<file path="config.mk">
export PLATFORM = sky130hd
export DESIGN_NAME = memcyc_timer
export DESIGN_NICKNAME = d
export VERILOG_FILES = /design/src/rtl/memcyc_pkg.sv /design/src/rtl/memcyc_len_calc.sv /design/src/rtl/memcyc_down_counter.sv /design/src/rtl/memcyc_timer.sv
export SDC_FILE = /design/constraint.sdc
export NUM_CORES = 1
export LEC_CHECK = 0
export ABC_AREA = 1
export CORE_MARGIN = 1.5
export CORE_UTILIZATION = 41
export CTS_CLUSTER_DIAMETER = 50
export DETAILED_ROUTE_END_ITERATION = 6
export GPL_ROUTABILITY_DRIVEN = 0
export PLACE_DENSITY = 0.92
export SYNTH_ARGS = -nofsm -noshare
export SYNTH_HDL_FRONTEND = slang
export SYNTH_HIERARCHICAL = 1
export SYNTH_SLANG_ARGS = --single-unit
</file>
<file path="constraint.sdc">
create_clock -name clk -period 2.4 [get_ports clk]
set_input_delay 0.36 -clock clk [delete_from_list [all_inputs] [get_ports clk]]
set_output_delay 0.36 -clock clk [all_outputs]
set_load 0.05 [all_outputs]
</file>
<file path="src/rtl/memcyc_pkg.sv">
package memcyc_pkg;
  localparam int unsigned DATA_W = 32;

  typedef enum logic {
    REGION_DRAM = 1'b0,
    REGION_ROM  = 1'b1
  } region_e;
endpackage

</file>
<file path="src/rtl/memcyc_len_calc.sv">
module memcyc_len_calc
  import memcyc_pkg::*;
#(
  parameter int unsigned CODE_W      = 3,
  parameter int unsigned CNT_W       = 4,
  parameter int unsigned ROM_BASE    = 4,
  parameter int unsigned DRAM_WR_LEN = 3,
  parameter int unsigned DRAM_RD_LEN = 5,
  parameter int unsigned PAR_EXTRA   = 1
) (
  input  region_e            region,
  input  logic               write,
  input  logic               parity,
  input  logic [CODE_W-1:0]  rom_code,
  output logic [CNT_W-1:0]   len
);
  localparam logic [CNT_W-1:0] L_WR   = CNT_W'(DRAM_WR_LEN);
  localparam logic [CNT_W-1:0] L_RD   = CNT_W'(DRAM_RD_LEN);
  localparam logic [CNT_W-1:0] L_PAR  = CNT_W'(DRAM_RD_LEN + PAR_EXTRA);
  localparam logic [CNT_W-1:0] L_BASE = CNT_W'(ROM_BASE);

  always_comb begin
    if (region == REGION_ROM) begin
      len = L_BASE + CNT_W'(rom_code);
    end else if (write) begin
      len = L_WR;
    end else if (parity) begin
      len = L_PAR;
    end else begin
      len = L_RD;
    end
  end

  always_comb begin
    assert (len != '0) else $error("p_len_nonzero_r5: zero access length");
  end
endmodule

</file>
<file path="src/rtl/memcyc_down_counter.sv">
module memcyc_down_counter #(
  parameter int unsigned CNT_W = 4
) (
  input  logic             clk,
  input  logic             rst_n,
  input  logic             load,
  input  logic [CNT_W-1:0] load_len,
  output logic             busy,
  output logic             last
);
  logic [CNT_W-1:0] remain_q;
  logic             busy_q;

  always_ff @(posedge clk) begin
    if (!rst_n) begin
      busy_q   <= 1'b0;
      remain_q <= '0;
    end else if (load) begin
      busy_q   <= 1'b1;
      remain_q <= load_len - CNT_W'(1);
    end else if (busy_q) begin
      if (remain_q == '0) begin
        busy_q <= 1'b0;
      end else begin
        remain_q <= remain_q - CNT_W'(1);
      end
    end
  end

  assign busy = busy_q;
  assign last = busy_q && (remain_q == '0);

  p_no_reload_busy_r1: assert property (@(posedge clk) disable iff (!rst_n)
    busy_q |-> !load);
  p_last_ends_r8: assert property (@(posedge clk) disable iff (!rst_n)
    last |=> !busy_q);
endmodule

</file>
<file path="src/rtl/memcyc_timer.sv">
module memcyc_timer
  import memcyc_pkg::*;
#(
  parameter int unsigned ADDR_W      = 24,
  parameter int unsigned CODE_W      = 3,
  parameter int unsigned ROM_BASE    = 4,
  parameter int unsigned DRAM_WR_LEN = 3,
  parameter int unsigned DRAM_RD_LEN = 5,
  parameter int unsigned PAR_EXTRA   = 1
) (
  input  logic              clk,
  input  logic              rst_n,
  input  logic              req_valid,
  output logic              req_ready,
  input  logic [ADDR_W-1:0] req_addr,
  input  logic              req_write,
  input  logic              req_parity,
  input  logic [DATA_W-1:0] req_wdata,
  input  logic [CODE_W-1:0] rom_len_code,
  output logic              mem_strobe,
  output logic [ADDR_W-1:0] mem_addr,
  output logic              mem_we,
  output logic              mem_par_en,
  output logic [DATA_W-1:0] mem_wdata,
  input  logic [DATA_W-1:0] mem_rdata,
  output logic              rsp_ack,
  output logic              rsp_err,
  output logic [DATA_W-1:0] rsp_rdata
);
  localparam int unsigned MAX_LEN = ROM_BASE + (1 << CODE_W) - 1;
  localparam int unsigned CNT_W   = $clog2(MAX_LEN + 1);

  region_e          req_region;
  logic             accept;
  logic             rom_write;
  logic [CNT_W-1:0] acc_len;
  logic             busy;
  logic             last;
  logic             err_q;
  logic [ADDR_W-1:0] addr_q;
  logic             we_q;
  logic             par_q;
  logic [DATA_W-1:0] wdata_q;

  assign req_region = region_e'(req_addr[ADDR_W-1]);
  assign req_ready  = !busy && !err_q;
  assign accept     = req_valid && req_ready;
  assign rom_write  = (req_region == REGION_ROM) && req_write;

  memcyc_len_calc #(
    .CODE_W(CODE_W), .CNT_W(CNT_W), .ROM_BASE(ROM_BASE),
    .DRAM_WR_LEN(DRAM_WR_LEN), .DRAM_RD_LEN(DRAM_RD_LEN), .PAR_EXTRA(PAR_EXTRA)
  ) u_len (
    .region(req_region), .write(req_write), .parity(req_parity),
    .rom_code(rom_len_code), .len(acc_len)
  );

  memcyc_down_counter #(.CNT_W(CNT_W)) u_cnt (
    .clk(clk), .rst_n(rst_n),
    .load(accept && !rom_write), .load_len(acc_len),
    .busy(busy), .last(last)
  );

  always_ff @(posedge clk) begin
    if (!rst_n) begin
      err_q   <= 1'b0;
      addr_q  <= '0;
      we_q    <= 1'b0;
      par_q   <= 1'b0;
      wdata_q <= '0;
    end else begin
      err_q <= accept && rom_write;
      if (accept) begin
        addr_q  <= req_addr;
        we_q    <= req_write;
        par_q   <= req_parity;
        wdata_q <= req_wdata;
      end
    end
  end

  assign mem_strobe = busy;
  assign mem_addr   = addr_q;
  assign mem_we     = we_q;
  assign mem_par_en = par_q;
  assign mem_wdata  = wdata_q;
  assign rsp_ack    = last;
  assign rsp_err    = err_q;
  assign rsp_rdata  = (last && !we_q) ? mem_rdata : '0;

  // Independent run-length counter used only by the length properties below
  logic [CNT_W-1:0] run_q;
  always_ff @(posedge clk) begin
    if (!rst_n || accept) run_q <= '0;
    else if (busy)        run_q <= run_q + CNT_W'(1);
  end

  p_ready_excl_r1: assert property (@(posedge clk) disable iff (!rst_n)
    mem_strobe |-> !req_ready);
  p_dram_wr_len_r2: assert property (@(posedge clk) disable iff (!rst_n)
    (rsp_ack && we_q && !addr_q[ADDR_W-1]) |-> (run_q == CNT_W'(DRAM_WR_LEN - 1)));
  p_dram_rd_len_r3: assert property (@(posedge clk) disable iff (!rst_n)
    (rsp_ack && !we_q && !par_q && !addr_q[ADDR_W-1]) |-> (run_q == CNT_W'(DRAM_RD_LEN - 1)));
  p_dram_rdp_len_r4: assert property (@(posedge clk) disable iff (!rst_n)
    (rsp_ack && !we_q && par_q && !addr_q[ADDR_W-1]) |-> (run_q == CNT_W'(DRAM_RD_LEN + PAR_EXTRA - 1)));
  p_err_no_strobe_r7: assert property (@(posedge clk) disable iff (!rst_n)
    rsp_err |-> (!mem_strobe && !rsp_ack));
  p_err_pulse_r7: assert property (@(posedge clk) disable iff (!rst_n)
    rsp_err |=> !rsp_err);
  p_ack_pulse_r8: assert property (@(posedge clk) disable iff (!rst_n)
    rsp_ack |=> (!rsp_ack && req_ready));
  p_hold_fields_r9: assert property (@(posedge clk) disable iff (!rst_n)
    (mem_strobe && $past(mem_strobe)) |->
      ($stable(mem_addr) && $stable(mem_we) && $stable(mem_wdata) && $stable(mem_par_en)));
endmodule

</file>
==> results of run 1 <==
-- cells in the mapped netlist --
| cell type | n |
|---|---|
| dfxtp_1 | 64 |
| o22ai_1 | 1 |
| nor2_4 | 1 |
| o21ai_0 | 1 |
| nand2_4 | 2 |
| o21ai_1 | 1 |
| xnor2_1 | 1 |
| ha_1 | 1 |
| nor2_1 | 96 |
| nor2_2 | 2 |
| buf_4 | 4 |
| nand3_1 | 64 |
| clkbuf_1 | 20 |
| inv_2 | 3 |
| nand2_2 | 6 |
| buf_1 | 1 |
| nand3_2 | 1 |
| inv_6 | 1 |
| buf_2 | 10 |
| a21boi_0 | 1 |
| nand2_1 | 82 |
| a21oi_1 | 58 |
| inv_1 | 105 |
| buf_6 | 1 |
-- how the worst max path moves through the flow --
stage	slack [ns]	cells past startpoint	end	from
global placement	0.33	10	u_cnt/remain_q[1]	req_addr[23]
finish	0.22	4	rsp_ack	u_cnt/remain_q[3]
floorplan	0.05	5	rsp_rdata[0]	u_cnt/busy
global route	0.1	4	rsp_ack	u_cnt/remain_q[3]
CTS	0.21	4	rsp_ack	u_cnt/remain_q[3]
detailed placement	0.26	11	u_cnt/remain_q[1]	req_write
-- worst register-to-register path, cell delays in order, from the launching register on --
cell and delay [ns]:
dfxtp_2 0.36, nor2_4 0.16, nand3_1 0.13, nand2_1 0.29
inv_6 0.08, nand2_1 0.08, nand2_1 0.07, ha_1 0.22
xnor2_1 0.16, o22ai_1 0.09
-- sequential cells by signal, indices dropped and copies added (netlist names) --
signal / count
mem_wdata: 32
mem_addr: 24
u_cnt/remain_q: 4
mem_par_en: 1
mem_we: 1
rsp_err: 1
u_cnt/busy: 1
-- cell type report --
class                      count  area (um2)
clock buffer                  12       165.2
clock inverter                 3       40.04
fill                         617        2253
inverter                     109       414.1
multi-input combinational    318        1553
sequential                    64        1282
tap                          102       127.6
timing repair buffer         194        1892
-- metal layers --
metal | GRT usage (%) | part of all wire, % | vias to the layer above
met1 | 24.73 | 38 | 1653
met5 | 0 | 0 | -
met4 | 9.359 | 2.7 | 0
met2 | 42.46 | 51 | 142
met3 | 7.553 | 8.3 | 24
li1 | - | - | 1916
-- logic make-up after synthesis --
kind of cell / count (synthesis) / share of synthesized area, %
DFF: 64 / 39.02
adders and majority gates: 1 / 0.3810
buffers and inverters: 145 / 17.80
AOI/OAI and AO/OA: 62 / 9.566
and+or+nand+nor: 254 / 32.97
xor gates and xnor gates: 1 / 0.2668
-- power breakdown --
group	leakage [nW]	switching, mW	internal [mW]
sequential	0.531	0.0748	1.18
clock	0.108	0.400	0.556
combinational	2.07	1.01	0.565
total	2.71	1.48	2.30
==> results.py, run 1 <==
metrics = {
    "status": {
        "status": "finished, final reports clean",
    },
    "sta": {
        "rsz0062_at_grt": "false",
        "finClkSkew_ns": 0.009804,
        "fin_ws_ns": 0.2189,
        "slew_headroom_pct": 48.96,
        "drv_slew": 0,
        "fin_tns_setup_ns": 0,
        "finalHoldViolations": 0,
        "worst_pin_slew_ns": 0.7657,
        "whs_ns": 0.3989,
        "fin_crit_sh_pct": 90.88,
        "fmax_mhz": 458.5,
        "period_minus_slack_ns": 2.181,
        "setup_violations": 0,
    },
    "cells_and_area": {
        "final_common_cell": "clkdlybuf4s50_1",
        "instances_no_fill": 802,
        "stdcell_area_um2": 5474,
        "final_cell_mix": "clkdlybuf4s50_1 (155), inv_1 (105), nand2_1 (81)",
        "syn2layout_area_growth_pct": 66.73,
        "fin_util_pct": 70.84,
        "nNetsFinal": 793,
        "n_antenna_cell": 0,
        "drive_above_1_share_pct": 14.71,
    },
    "clocking": {
        "cts_made_buffers": 9,
        "clk_pin_slew_ns": 0.07,
        "cts_sinks": 64,
        "cts_resized": 0,
        "clock_path_buffers": 2,
        "cts_setup_buffers": 0,
        "root_buffer": "clkbuf_8",
        "worstSkewPairLatency_ns": 0.33,
        "cts_tree": "yes",
        "htreeDepth": 3,
        "ctsHoldBuffers": 0,
    },
    "drt": {
        "first_pass_iters": 4,
        "remaining_drc_errors": 0,
        "drtIter0Drc": 146,
        "ant_nets": 0,
        "via_per_inst": 4.657,
        "wl_per_cell_um": 12.37,
        "vias": 3735,
        "wirelength_um": 9918,
    },
    "global_routing": {
        "gr-total-overflow": 0,
        "grt_pass1_vias": 3492,
        "antenna_found_initial": 0,
        "grt_max_degree": 116,
        "grt_usage_pct": 23.37,
        "grt_pass1_wl_um": 15990,
    },
    "logic_synthesis": {
        "yosysTopAreaCell": "dfxtp_1",
        "synth_fp_nets": 624,
        "yosys_register_bits": 64,
        "yosys.cell_types.count": 24,
        "ys_top_cells_by_area": "dfxtp_1 (39%), inv_1 (12%), nor2_1 (11%), nand3_1 (9.8%), nand2_1 (9.4%)",
        "synth_area_um2": 3283,
        "syn-instance-count": 527,
        "synth_warnings": 6,
        "synth_seq_area_share_pct": 39.02,
        "syn_avg_cell_area_um2": 6.230,
        "synth_top_area_share_pct": 39.02,
    },
    "setup_path": {
        "endpoint_kind": "primary output",
        "cp_max_fo": 3,
        "rr_startpoint": "u_cnt/busy",
        "reg2reg_depth": 9,
        "cp_cell_sequence": "nor2_1, nand3_2, nor2_4, clkdlybuf4s50_1",
        "crit_buf_inv": 1,
        "crit_required_ns": 2.04,
        "worstPathArrival_ns": 1.82,
        "cp_slowest_cell": "clkdlybuf4s50_1",
        "worst-setup-path-type": "reg -> out",
        "path_delay_family": "buffers and inverters",
        "cp_slowest_stage_delay_ns": 0.82,
        "r2r_slack_ns": 0.65,
        "r2r_end": "u_cnt/remain_q[2]",
        "crit_path_start_kind": "register",
    },
    "placed_design": {
        "dp_slack_ns": 0.2605,
        "dp.cells": 787,
        "port_buffers": 189,
        "dp_hpwl_um": 7355,
        "placed_cell_area_um2": 5269,
    },
    "floorplanning": {
        "pin_count": 190,
        "fp.dieH_um": 92.49,
        "coreArea_um2": 7727,
        "rows": 32,
        "die-area_um2": 8553,
        "start_util_pct": 42.49,
        "die_width_um": 92.49,
    },
    "hold_path": {
        "holdCritStartpoint": "req_valid",
        "whs_endpoint": "mem_addr[23]",
        "hold_class": "in -> reg",
        "holdPathStages": 4,
    },
    "power": {
        "peakVddDrop_v": 0.0004402,
        "p_leak_nw": 2.711,
        "power_mw": 3.786,
        "power_density_nw_per_um2": 691.6,
    },
    "flow_run": {
        "max_cap_violations": 0,
    },
}
Note: power is estimated with default switching activity, not from simulation.
==> run 2, diff against run 1 <==
- CORE_ASPECT_RATIO: not set -> 1.4
==> run 2 against run 1 <==
  * Register-to-register slack worse by 0.04 ns
  * Worst setup slack lost 0.011 ns
  * First-iteration DRC count fell by 2.7%
  * Cell area grew 0.91%
  * Routed wire length increased by 0.15%
  * Sequential share of layout area decreased by 0.21 points
  * Critical path depth unchanged
  * Via count up 0.54%
  * Hold slack is essentially flat
  * Global-route usage fell by 0.36 points
  * Non-clock buffer count stayed put
  * Combinational power up 3%
  * Critical endpoint unchanged
  * Largest power group unchanged
  * Highest routed layer unchanged
==> results.py, run 2 (synthesized netlist as in run 1, its figures left out) <==
metrics = {
    "global_routing": {
        "antenna_found_initial": 0,
        "grt_usage_pct": 23.01,
        "gr-total-overflow": 0,
        "grt_pass1_wl_um": 15590,
        "grt_pass1_vias": 3518,
        "grt_max_degree": 116,
    },
    "drt": {
        "wl_per_cell_um": 12.42,
        "wirelength_um": 9933,
        "remaining_drc_errors": 0,
        "ant_nets": 0,
        "first_pass_iters": 6,
        "vias": 3755,
        "drtIter0Drc": 142,
        "via_per_inst": 4.694,
    },
    "clocking": {
        "htreeDepth": 3,
        "cts_tree": "yes",
        "clk_pin_slew_ns": 0.07,
        "cts_sinks": 64,
        "clock_path_buffers": 2,
        "cts_resized": 0,
        "ctsHoldBuffers": 0,
        "worstSkewPairLatency_ns": 0.32,
        "cts_made_buffers": 9,
        "root_buffer": "clkbuf_8",
        "cts_setup_buffers": 0,
    },
    "cells_and_area": {
        "final_common_cell": "clkdlybuf4s50_1",
        "drive_above_1_share_pct": 14.71,
        "nNetsFinal": 793,
        "syn2layout_area_growth_pct": 68.25,
        "fin_util_pct": 71.28,
        "nFillCells": 646,
        "final_cell_mix": "clkdlybuf4s50_1 (154), inv_1 (105), nand2_1 (81)",
        "largest_reg_flops": 32,
        "n_antenna_cell": 0,
    },
    "floorplanning": {
        "coreArea_um2": 7750,
        "die-area_um2": 8561,
        "start_util_pct": 42.36,
        "rows": 38,
        "die_width_um": 78.63,
        "pin_count": 190,
        "fp.dieH_um": 108.9,
    },
    "status": {
        "status": "finished, final reports clean",
    },
    "sta": {
        "fmax_mhz": 456.1,
        "period_minus_slack_ns": 2.192,
        "rsz0062_at_grt": "false",
        "fin_tns_setup_ns": 0,
        "finalHoldViolations": 0,
        "fin_crit_sh_pct": 91.35,
        "drv_slew": 0,
        "worst_pin_slew_ns": 0.7371,
        "setup_violations": 0,
        "finClkSkew_ns": 0.008946,
        "fin_ws_ns": 0.2075,
        "slew_headroom_pct": 50.86,
    },
    "flow_run": {
        "max_cap_violations": 0,
    },
    "hold_path": {
        "hold_class": "in -> reg",
        "holdCritStartpoint": "req_valid",
    },
    "setup_path": {
        "cp_slowest_stage_delay_ns": 0.81,
        "worst-setup-path-type": "reg -> out",
        "crit_path_start_kind": "register",
        "crit_path_start": "u_cnt/remain_q[3]",
        "crit_buf_inv": 1,
        "crit_required_ns": 2.04,
        "path_delay_family": "buffers and inverters",
        "cp_max_fo": 3,
        "cp_cell_sequence": "nor2_1, nand3_2, nor2_4, clkdlybuf4s50_1",
        "cp_slowest_cell": "clkdlybuf4s50_1",
        "endpoint_kind": "primary output",
        "worstPathArrival_ns": 1.83,
        "rr_startpoint": "rsp_err",
    },
    "power": {
        "pwr-share-seq_pct": 34.3,
        "p_int_mw": 2.197,
        "swShare_pct": 40.14,
        "p_switching_mw": 1.473,
        "power_density_nw_per_um2": 664.3,
        "p_leak_nw": 2.717,
        "combPwrFrac_pct": 43.8,
        "peakVddDrop_v": 0.0004747,
        "clock_power_share_pct": 21.9,
    },
    "placed_design": {
        "port_buffers": 189,
        "dp_slack_ns": 0.1633,
        "dp_hpwl_um": 7540,
    },
}
## run 2: through the flow
stage	hold WS, ns	cell area (um2)	std cells	total power [mW]
6_report	0.3989	5524	800	3.670
5_1_grt	0.3911	5524	800	3.866
4_1_cts	0.3864	5524	800	3.696
3_5_place_dp	0.4705	5351	785	2.889
3_3_place_gp	0.4596	5351	785	2.839
2_1_floorplan	0.4599	3417	527	2.320
## run 2: worst paths after layout
path         slack (ns)  cells past startpoint                 to
max                0.21                      4            rsp_ack
min                0.40                      4       mem_addr[23]
max reg2reg        0.61                      9  u_cnt/remain_q[2]
min reg2reg        0.48                      2        mem_addr[8]
## run 2: power by group through the flow
| stage | Combinational [mW] | Clock, mW | Sequential [mW] |
|---|---|---|---|
| 2_1_floorplan | 0.693 | 0 | 1.63 |
| 3_3_place_gp | 1.57 | 0 | 1.27 |
| 3_5_place_dp | 1.61 | 0 | 1.28 |
| 4_1_cts | 1.61 | 0.825 | 1.26 |
| 5_1_grt | 1.71 | 0.882 | 1.27 |
| 6_report | 1.61 | 0.803 | 1.26 |
## run 2: area by class of cell
type,count,area [um2],share of cell area (%)
Timing Repair Buffer,194,1977,35.79
Multi-Input combinational cell,318,1553,28.11
Sequential cell,64,1282,23.22
Inverter,109,414.1,7.497
Clock buffer,12,155.1,2.809
Tap cell,100,125.1,2.265
Clock inverter,3,17.52,0.3171
## run 2: worst register-to-register path: stages (launching register included)
cell	delay, ns
dfxtp_1	0.35
nor2_4	0.14
nand3_1	0.10
nand2_1	0.28
inv_6	0.08
nand2_2	0.10
nand2_2	0.08
ha_1	0.22
xnor2_1	0.20
o22ai_1	0.11
## run 2: per-layer routing
| layer | vias to the layer above | wire length [um] | track usage [%] |
|---|---|---|---|
| li1 | 1912 | - | - |
| met1 | 1648 | 3489 | 21.75 |
| met2 | 169 | 5242 | 43.97 |
| met3 | 26 | 888 | 7.364 |
| met4 | 0 | 312 | 11.22 |
| met5 | - | 0 | 0 |
==> run 3, diff against run 2 <==
- CORE_UTILIZATION: 41 -> 38
- PLACE_DENSITY: 0.92 -> 0.86
- REMOVE_ABC_BUFFERS: not set -> 1
- clock period: 2.4 -> 2.47 ns (I/O delays scaled with it)
==> run 3 against run 2 <==
  * Non-clock buffer count did not move
  * Sequential share of layout area decreased by 1.1 points
  * First-iteration DRC count is 25% lower
==> results.py, run 3 (synthesized netlist as in run 1, its figures left out) <==
metrics = {
    "cells_and_area": {
        "nFillCells": 684,
        "fin_util_pct": 69.86,
        "final_cell_mix": "clkdlybuf4s50_1 (155), inv_1 (105), nor2_1 (96)",
        "nNetsFinal": 793,
        "layout.area.seq_um2": 1281,
        "drive_above_1_share_pct": 9.843,
        "final_common_cell": "clkdlybuf4s50_1",
        "instances_no_fill": 803,
        "multi_input_area_um2": 1418,
        "largest_reg_flops": 32,
        "stdcell_area_um2": 5796,
        "n_antenna_cell": 0,
        "syn2layout_area_growth_pct": 76.52,
    },
    "clocking": {
        "htreeDepth": 3,
        "cts_tree": "yes",
        "cts_resized": 0,
        "clock_path_buffers": 2,
        "cts_made_buffers": 9,
        "ctsHoldBuffers": 0,
        "root_buffer": "clkbuf_16",
        "cts_setup_buffers": 0,
        "cts_sinks": 64,
        "clk_pin_slew_ns": 0.05,
        "worstSkewPairLatency_ns": 0.32,
    },
    "global_routing": {
        "antenna_found_initial": 0,
        "grt_pass1_vias": 3510,
        "grt_max_degree": 83,
        "gr-total-overflow": 0,
        "grt_pass1_wl_um": 14860,
        "grt_usage_pct": 20.53,
    },
    "setup_path": {
        "reg2reg_depth": 9,
        "cp_max_fo": 3,
        "r2r_slack_ns": 0.64,
        "worstPathArrival_ns": 1.85,
        "r2r_end": "u_cnt/remain_q[2]",
        "crit_path_end": "rsp_ack",
        "crit_path_start": "u_cnt/remain_q[1]",
        "rr_startpoint": "u_cnt/busy",
        "endpoint_kind": "primary output",
        "crit_path_start_kind": "register",
        "crit_required_ns": 2.10,
        "worst-setup-path-type": "reg -> out",
    },
    "power": {
        "peakVddDrop_v": 0.0005297,
        "power_mw": 4.052,
        "p_leak_nw": 2.836,
        "power_density_nw_per_um2": 699.1,
    },
    "placed_design": {
        "port_buffers": 189,
        "dp.cells": 787,
        "dp_hpwl_um": 7039,
        "dp_slack_ns": 0.2526,
        "placed_cell_area_um2": 5495,
    },
    "sta": {
        "finalHoldViolations": 0,
        "finClkSkew_ns": 0.002619,
        "fmax_mhz": 450.3,
        "setup_violations": 0,
        "rsz0062_at_grt": "false",
        "slew_headroom_pct": 49.10,
        "period_minus_slack_ns": 2.221,
        "fin_ws_ns": 0.2492,
        "drv_slew": 0,
        "fin_crit_sh_pct": 89.91,
        "worst_pin_slew_ns": 0.7634,
    },
    "floorplanning": {
        "rows": 39,
        "die-area_um2": 9214,
        "fp.dieH_um": 113.0,
        "start_util_pct": 39.58,
        "coreArea_um2": 8295,
        "die_width_um": 81.56,
        "pin_count": 190,
    },
    "drt": {
        "remaining_drc_errors": 0,
        "wirelength_um": 9446,
        "wl_per_cell_um": 11.76,
        "via_per_inst": 4.644,
        "ant_nets": 0,
        "first_pass_iters": 4,
        "vias": 3729,
        "drtIter0Drc": 107,
    },
    "status": {
        "status": "finished, final reports clean",
    },
    "flow_run": {
        "max_cap_violations": 0,
    },
    "hold_path": {
        "holdCritStartpoint": "mem_addr[14]",
        "hold_class": "reg -> reg",
    },
}
run 3: changes by cell type in the layout (fill, tap and decap cells not counted), sizes merged:
cell	previous run	this run
buf	40	39
bufinv	0	1
clkbuf	12	13
clkdlybuf4s50	154	155
clkinvlp	1	0
run 3: per-layer routing:
metal	vias up	global-route usage (%)	part of all wire, %	routed length [um]
met5	-	0	0	0
met4	0	9.425	1.9	178
met3	18	8.226	11	1050
met2	157	37.52	51	4779
met1	1636	19.32	36	3437
li1	1918	-	-	-
run 3: worst min path at each step:
stage                                   end  slack [ns]  depth (start not counted)
after CTS                      mem_addr[14]        0.48                          2
after global routing           mem_addr[20]        0.50                          2
after global placement         mem_wdata[7]        0.46                          2
after detailed placement      mem_wdata[15]        0.47                          2
final                          mem_addr[14]        0.48                          2
after floorplan           u_cnt/remain_q[0]        0.46                          2
run 3: power breakdown:
group / leakage, nW / total, mW / switching [mW] / internal, mW
logic: 2.16 / 1.58 / 0.964 / 0.620
clock network: 0.150 / 1.25 / 0.414 / 0.832
registers: 0.531 / 1.22 / 0.0703 / 1.15
run 3: metrics by stage:
stage	TNS [ns]	hold WS, ns
2_1_floorplan	-32.15	0.4599
3_3_place_gp	0	0.4603
3_5_place_dp	0	0.4660
4_1_cts	0	0.4804
5_1_grt	0	0.5026
6_report	0	0.4766
run 3: layout make-up:
type	count	area share, %
Timing Repair Buffer	194	38.90
Multi-Input combinational cell	318	24.46
Sequential cell	64	22.11
Inverter	109	7.146
Clock buffer	13	4.491
Tap cell	102	2.202
Clock inverter	3	0.6908
run 3: critical path: stages (launching register included):
cell and delay, ns:
dfxtp_1 0.33, inv_1 0.14, nand3_2 0.11, nor2_1 0.13, clkdlybuf4s50_1 0.82
